### config.mk
export PLATFORM = sky130hd
export DESIGN_NAME = sig_debounce_buf
export DESIGN_NICKNAME = d
export VERILOG_FILES = /design/src/rtl/sdb_pkg.sv /design/src/rtl/sdb_freeze_ctl.sv /design/src/rtl/sdb_eval.sv /design/src/rtl/sdb_store.sv /design/src/rtl/sig_debounce_buf.sv
export SDC_FILE = /design/constraint.sdc
export NUM_CORES = 1
export LEC_CHECK = 0
export ABC_AREA = 1
export BUFFER_PORTS_ARGS = -buffer_cell sky130_fd_sc_hd__buf_4
export CELL_PAD_IN_SITES_DETAIL_PLACEMENT = 1
export CELL_PAD_IN_SITES_GLOBAL_PLACEMENT = 1
export CORE_MARGIN = 3
export CORE_UTILIZATION = 45
export CTS_BUF_LIST = sky130_fd_sc_hd__clkbuf_4
export CTS_CLUSTER_DIAMETER = 200
export DETAILED_ROUTE_END_ITERATION = 10
export PLACE_DENSITY_LB_ADDON = 0.1
export SLEW_MARGIN = 20
export SYNTH_ARGS = -nofsm -noshare
export SYNTH_HDL_FRONTEND = slang
export SYNTH_SLANG_ARGS = --single-unit
### constraint.sdc
create_clock -name clk -period 3.5 [get_ports clk]
set_input_delay 0.35 -clock clk [delete_from_list [all_inputs] [get_ports clk]]
set_output_delay 0.35 -clock clk [all_outputs]
set_load 0.05 [all_outputs]
### src/rtl/sdb_pkg.sv
// Package: shared word type and the per-bit filter rule for the
// signaling debounce buffer. Assumes a fixed ABCD width of four bits.
package sdb_pkg;
    localparam int SIG_W = 4;

    typedef logic [SIG_W-1:0] sig_t;

    // Per-bit filter: take the incoming bit only where it repeats the
    // previously buffered input bit, otherwise keep the output bit.
    function automatic sig_t filter_word(input sig_t rx, input sig_t held_in,
                                         input sig_t cur_out);
        sig_t res;
        for (int k = 0; k < SIG_W; k++) begin
            res[k] = (rx[k] == held_in[k]) ? rx[k] : cur_out[k];
        end
        return res;
    endfunction
endpackage

### src/rtl/sdb_freeze_ctl.sv
// Module: freeze indicator register. Set by a set strobe, cleared by a
// clear strobe; clear wins when both arrive together. Assumes the
// strobes are synchronous to clk.
module sdb_freeze_ctl (
    input  logic clk,
    input  logic rst_n,
    input  logic set_i,
    input  logic clr_i,
    output logic frz_o
);
    logic frz_q;

    // Purpose: hold the freeze state across cycles.
    always_ff @(posedge clk) begin
        if (!rst_n)     frz_q <= 1'b0;
        else if (clr_i) frz_q <= 1'b0;
        else if (set_i) frz_q <= 1'b1;
    end

    assign frz_o = frz_q;

    AST_FRZ_CLR_WINS: assert property (@(posedge clk) disable iff (!rst_n)
        clr_i |=> !frz_o);
    AST_FRZ_SET: assert property (@(posedge clk) disable iff (!rst_n)
        (set_i && !clr_i) |=> frz_o);
endmodule

### src/rtl/sdb_eval.sv
// Module: combinational update evaluation for one strobed channel.
// Chooses the filtered or the direct path and reports whether the
// output word would change. Assumes the held words belong to the
// strobed channel.
module sdb_eval
    import sdb_pkg::*;
(
    input  sig_t rx_sig_i,
    input  sig_t held_in_i,
    input  sig_t cur_out_i,
    input  logic filt_i,
    output sig_t new_out_o,
    output logic differs_o
);
    sig_t filtered;

    // Purpose: compute the candidate output word and its change flag.
    always_comb begin
        filtered  = filter_word(rx_sig_i, held_in_i, cur_out_i);
        new_out_o = filt_i ? filtered : rx_sig_i;
        differs_o = (new_out_o != cur_out_i);
    end
endmodule

### src/rtl/sdb_store.sv
// Module: per-channel buffered input and output word storage with one
// write channel, a bulk copy mask, a combinational look-up of the write
// channel and a registered read port. Assumes channel numbers are
// below NUM_CH and that the copy mask excludes the write channel.
module sdb_store
    import sdb_pkg::*;
#(
    parameter int NUM_CH = 32,
    localparam int CHW   = (NUM_CH > 1) ? $clog2(NUM_CH) : 1
) (
    input  logic              clk,
    input  logic              rst_n,
    input  logic              in_we_i,
    input  logic              out_we_i,
    input  logic [CHW-1:0]    wr_chan_i,
    input  sig_t              in_wdata_i,
    input  sig_t              out_wdata_i,
    input  logic [NUM_CH-1:0] copy_mask_i,
    output sig_t              look_in_o,
    output sig_t              look_out_o,
    input  logic [CHW-1:0]    rd_chan_i,
    output sig_t              rd_data_o
);
    sig_t in_q  [NUM_CH];
    sig_t out_q [NUM_CH];
    sig_t rd_q;

    // Purpose: update buffered inputs, outputs and bulk copies per channel.
    always_ff @(posedge clk) begin
        if (!rst_n) begin
            for (int c = 0; c < NUM_CH; c++) begin
                in_q[c]  <= '0;
                out_q[c] <= '0;
            end
        end else begin
            for (int c = 0; c < NUM_CH; c++) begin
                if (in_we_i && wr_chan_i == CHW'(c))
                    in_q[c] <= in_wdata_i;
                if (out_we_i && wr_chan_i == CHW'(c))
                    out_q[c] <= out_wdata_i;
                else if (copy_mask_i[c])
                    out_q[c] <= in_q[c];
            end
        end
    end

    // Purpose: registered read of one output word.
    always_ff @(posedge clk) begin
        if (!rst_n) rd_q <= '0;
        else        rd_q <= out_q[rd_chan_i];
    end

    assign look_in_o  = in_q[wr_chan_i];
    assign look_out_o = out_q[wr_chan_i];
    assign rd_data_o  = rd_q;

    AST_IN_CAPTURE: assert property (@(posedge clk) disable iff (!rst_n)
        in_we_i |=> in_q[$past(wr_chan_i)] == $past(in_wdata_i));
    AST_OUT_HOLD: assert property (@(posedge clk) disable iff (!rst_n)
        (!in_we_i && !out_we_i && copy_mask_i == '0) |=>
            $stable(look_out_o) || !$stable(wr_chan_i));
endmodule

### src/rtl/sig_debounce_buf.sv
// Module: top of the multiframe signaling debounce buffer. Accepts one
// ABCD word per D-bit strobe, updates buffered input and output words,
// applies the end-of-multiframe copy, emits change records and serves
// a registered read port. Assumes rx_chan and rd_chan are below NUM_CH
// and all strobes are single-cycle synchronous pulses.
module sig_debounce_buf
    import sdb_pkg::*;
#(
    parameter int NUM_CH = 32,
    localparam int CHW   = (NUM_CH > 1) ? $clog2(NUM_CH) : 1
) (
    input  logic              clk,
    input  logic              rst_n,
    input  logic              rx_valid,
    input  logic [CHW-1:0]    rx_chan,
    input  logic [SIG_W-1:0]  rx_sig,
    input  logic              mf_end,
    input  logic              debounce_en,
    input  logic [NUM_CH-1:0] stack_en,
    input  logic              frz_on,
    input  logic              frz_off,
    output logic              frz_ind,
    output logic              chg_valid,
    output logic [CHW-1:0]    chg_chan,
    output logic [SIG_W-1:0]  chg_sig,
    input  logic [CHW-1:0]    rd_chan,
    output logic [SIG_W-1:0]  rd_sig
);
    logic              frz_q;
    logic              filt_act;
    logic              differs;
    logic              out_we;
    sig_t              new_out;
    sig_t              cur_in;
    sig_t              cur_out;
    logic [NUM_CH-1:0] copy_mask;
    logic              chg_v_q;
    logic [CHW-1:0]    chg_c_q;
    sig_t              chg_s_q;

    sdb_freeze_ctl u_frz (
        .clk   (clk),
        .rst_n (rst_n),
        .set_i (frz_on),
        .clr_i (frz_off),
        .frz_o (frz_q)
    );

    assign filt_act = debounce_en && stack_en[rx_chan];

    sdb_eval u_eval (
        .rx_sig_i  (rx_sig),
        .held_in_i (cur_in),
        .cur_out_i (cur_out),
        .filt_i    (filt_act),
        .new_out_o (new_out),
        .differs_o (differs)
    );

    assign out_we = rx_valid && differs && !frz_q;

    // Purpose: per-channel eligibility for the end-of-multiframe copy.
    for (genvar c = 0; c < NUM_CH; c++) begin : g_copy
        assign copy_mask[c] = mf_end && debounce_en && stack_en[c] && !frz_q
                              && !(rx_valid && rx_chan == CHW'(c));
    end

    sdb_store #(.NUM_CH(NUM_CH)) u_store (
        .clk         (clk),
        .rst_n       (rst_n),
        .in_we_i     (rx_valid),
        .out_we_i    (out_we),
        .wr_chan_i   (rx_chan),
        .in_wdata_i  (rx_sig),
        .out_wdata_i (new_out),
        .copy_mask_i (copy_mask),
        .look_in_o   (cur_in),
        .look_out_o  (cur_out),
        .rd_chan_i   (rd_chan),
        .rd_data_o   (rd_sig)
    );

    // Purpose: register one change record per changed stack-enabled channel.
    always_ff @(posedge clk) begin
        if (!rst_n) begin
            chg_v_q <= 1'b0;
            chg_c_q <= '0;
            chg_s_q <= '0;
        end else begin
            chg_v_q <= out_we && stack_en[rx_chan];
            if (out_we) begin
                chg_c_q <= rx_chan;
                chg_s_q <= new_out;
            end
        end
    end

    assign frz_ind   = frz_q;
    assign chg_valid = chg_v_q;
    assign chg_chan  = chg_c_q;
    assign chg_sig   = chg_s_q;

    AST_CHG_NEEDS_STROBE: assert property (@(posedge clk) disable iff (!rst_n)
        chg_valid |-> $past(rx_valid));
    AST_CHG_IS_NEW: assert property (@(posedge clk) disable iff (!rst_n)
        chg_valid |-> chg_sig != $past(cur_out));
    AST_NO_CHG_FROZEN: assert property (@(posedge clk) disable iff (!rst_n)
        frz_ind |=> !chg_valid);
    AST_CHG_STACK_ONLY: assert property (@(posedge clk) disable iff (!rst_n)
        chg_valid |-> $past(stack_en[rx_chan]));
endmodule

==> impl_metrics.tcl <==
set metrics [dict create \
    final_hold_viol_count 0 \
    syn_nets 1970 \
    cp_common_cell "nand2_1" \
    met1_usage_pct 49.3 \
    synth_compound_area_share_pct 12.5 \
    die_h_um 190 \
    tritoncts.num_buffers 77 \
    die_area_mm2 0.0361 \
    setup_violations 0 \
    grt_use_total_pct 35.8 \
    cts.hold.buffers_added 7 \
    final_common_cell "nand2_1" \
    core_area_mm2 0.0329 \
    cts_tree "yes" \
    viasPerCell 6.09 \
    cts_setup_buffers 0 \
    fin_skew_ns 0.0431 \
    cp.required_ns 3.99 \
    drtIter0Drc 2019 \
    period_share_pct 83.3 \
    ir_drop_mv 0.308 \
    clock_latency_ns 0.78 \
    antenna_found_initial 3 \
    setup_tns_ns 0 \
    ff_latch_area_mm2 0.00799 \
    finalPower_mw 8.40 \
    mostFrequentLayoutCells "nand2_1 (662), nor2_1 (263), edfxtp_1 (256), buf_4 (144), o21ai_0 (136)" \
    synthXorXnorAreaFrac_pct 0 \
    overflow 0 \
    endpoint_kind "register" \
    initial_core_util_pct 46.2 \
    crit_type "register to register" \
    fin_cells 2550 \
    grt-busiest-layer "met2" \
    fin_crit_ns 2.92 \
    htreeDepth 3 \
    yosys.area_share.adder_pct 0 \
    synth_top_family_by_area "simple AND/OR/NAND/NOR gates" \
    die_w_um 190 \
    avgSynthCellArea_um2 7.94 \
    clk_pin_slew_ns 0.08 \
    ant_nets 0 \
    gp_congestion 0.945 \
    power_density_mw_per_mm2 473 \
    grt_pass1_wl_mm 96.3 \
    syn_inst 1917 \
    syn-cell-area_mm2 0.0152 \
    area_delta_synth_final_pct 16.6 \
    max-cap-violations 0 \
    cts-root-buf "clkbuf_4" \
    arrival_ns 3.40 \
    critical_path.max_stage_delay_ns 0.43 \
    outcome "completed" \
    rows 66 \
    design_area_mm2 0.0177 \
    worstSetupStartpointType "register" \
    min_path_type "input port to register" \
    cts.sinks 271 \
    path_cells "nand2_1 -> nand2_1 -> nand2_1 -> nand3_1 -> nand2_1 -> nand3_1 -> nor2_1 -> nor2_1 -> buf_4 -> o211ai_1 -> nand3_1 -> nor2_4 -> nor2_8 -> buf_12 -> nand2_2 -> buf_4 -> o21ai_0" \
    yosys.cell_types.count 35 \
    pin_count 68 \
    nets 2102 \
    final_layout_size_suffix_gt1_share_pct 14.4 \
    drc_errors 0 \
    critical-path-slowest-cell "edfxtp_1" \
    clock_path_buffers 3 \
    holdWs_ns 0.0618 \
    worstPathMaxFanout 18 \
    post-place-cells 2405 \
    fillers 4046 \
    post_cts_resized 0 \
    drv_slew 0 \
    ys_seq_area_share_pct 52.5 \
    use_met3_pct 8.61 \
    max-slew-margin-rel_pct 49.7 \
    grt_pass1_vias 15600 \
    port_buffers 67 \
    synth_mux_area_share_pct 0 \
    drt-pass1-iter-count 6 \
    dr_total_vias 15500 \
    dp_hpwl_mm 45.6 \
    max_freq_mhz 343 \
    synth-seq-cells 271 \
    synth-simple-area-share_pct 28.6 \
    finalWirelength_mm 65.0 \
    dpl_cell_area_mm2 0.0167 \
    yosysWarnings 0 \
    multi_input_area_mm2 0.00627 \
    wl_per_cell_um 25.5 \
    grt_max_degree 53 \
    rsz0062_at_grt "false" \
    use_met2_pct 55.1 \
    tightestPinTransition_ns 0.747 \
    power.leakage_nw 7.53 \
]
==> synthesized netlist by cell type <==
| cell type | count | area share [%] |
|---|---|---|
| a21oi_1 | 33 | 1.1 |
| a221oi_1 | 2 | 0.12 |
| a22oi_1 | 1 | 0.049 |
| a31oi_1 | 17 | 0.70 |
| buf_1 | 12 | 0.30 |
| buf_2 | 29 | 0.95 |
| buf_4 | 11 | 0.54 |
| buf_6 | 4 | 0.30 |
| clkbuf_1 | 61 | 1.5 |
| clkinv_1 | 3 | 0.074 |
| dfxtp_1 | 15 | 2.0 |
| edfxtp_1 | 256 | 51 |
| inv_1 | 105 | 2.6 |
| inv_2 | 4 | 0.099 |
| inv_4 | 1 | 0.041 |
| nand2_1 | 662 | 16 |
| nand2_2 | 1 | 0.041 |
| nand2_4 | 1 | 0.074 |
| nand3_1 | 67 | 2.2 |
| nand4_1 | 45 | 1.8 |
| nor2_1 | 266 | 6.6 |
| nor2_2 | 2 | 0.082 |
| nor2_4 | 3 | 0.22 |
| nor2_8 | 1 | 0.13 |
| nor3_1 | 24 | 0.79 |
| nor4_1 | 6 | 0.25 |
| o211ai_1 | 14 | 0.69 |
| o21ai_0 | 136 | 4.5 |
| o21ai_1 | 61 | 2.0 |
| o21bai_1 | 1 | 0.049 |
| o221ai_1 | 22 | 1.3 |
| o22a_1 | 3 | 0.17 |
| o22ai_1 | 44 | 1.8 |
| o311ai_0 | 2 | 0.12 |
| or2_2 | 2 | 0.082 |
==> where the power goes <==
part           internal [mW]  switching, mW
clock network           1.60           1.41
registers               3.80          0.158
logic                  0.417           1.02
==> flip-flops by register name (all words and copies together) (netlist names) <==
signal,flops
u_store.rd_data_o,4
chg_chan,5
u_store.out_q,128
u_store.in_q,128
chg_valid,1
u_frz.frz_o,1
chg_sig,4
==> metal layers <==
layer	share of wire [%]	vias up
met1	41	7560
met4	3.7	2
met3	11	177
met2	44	979
met5	0.012	-
li1	-	6823
==> final timing paths <==
| path | startpoint | endpoint | slack [ns] | cells past startpoint |
|---|---|---|---|---|
| worst max register to register | u_store.in_q[4][1] | u_store.out_q[13][2] | 0.58 | 17 |
| worst min-delay path | stack_en[31] | u_store.out_q[31][2] | 0.06 | 3 |
| worst min register to register | chg_chan[0] | chg_chan[0] | 0.50 | 2 |
| worst max-delay path | u_store.in_q[4][1] | u_store.out_q[13][2] | 0.58 | 17 |
==> through the flow <==
step / worst slack (ns) / util (%)
2_1_floorplan: 0.961 / -
3_3_place_gp: 0.273 / 50.7
3_5_place_dp: 0.199 / 50.7
4_1_cts: 0.635 / 53.8
5_1_grt: 0.450 / 53.9
6_report: 0.584 / 53.9
==> cell families (layout without fill, tap and decap cells) <==
| group | count (synthesis) | after routing |
|---|---|---|
| AOI/OAI and AO/OA | 336 | 336 |
| and+or+nand+nor | 1080 | 1080 |
| other | 0 | 4 |
| DFF | 271 | 271 |
| buffers and inverters | 230 | 417 |
==> critical path: cells and delay by family (launching register included) <==
family,cells,cell delay [ns]
DFF,1,0.43
buffers and inverters,3,0.47
and+or+nand+nor,12,1.43
AOI/OAI and AO/OA,2,0.28
==> layout make-up <==
type,instances,area share [%]
clock buffer,118,4.99
antenna,4,0.0564
tap,442,3.12
timing repair buffer,170,8.63
inverter,113,2.40
multi-input combinational,1416,35.3
sequential,271,45.0
clock inverter,16,0.486
Power figures use the tool's default switching activity.
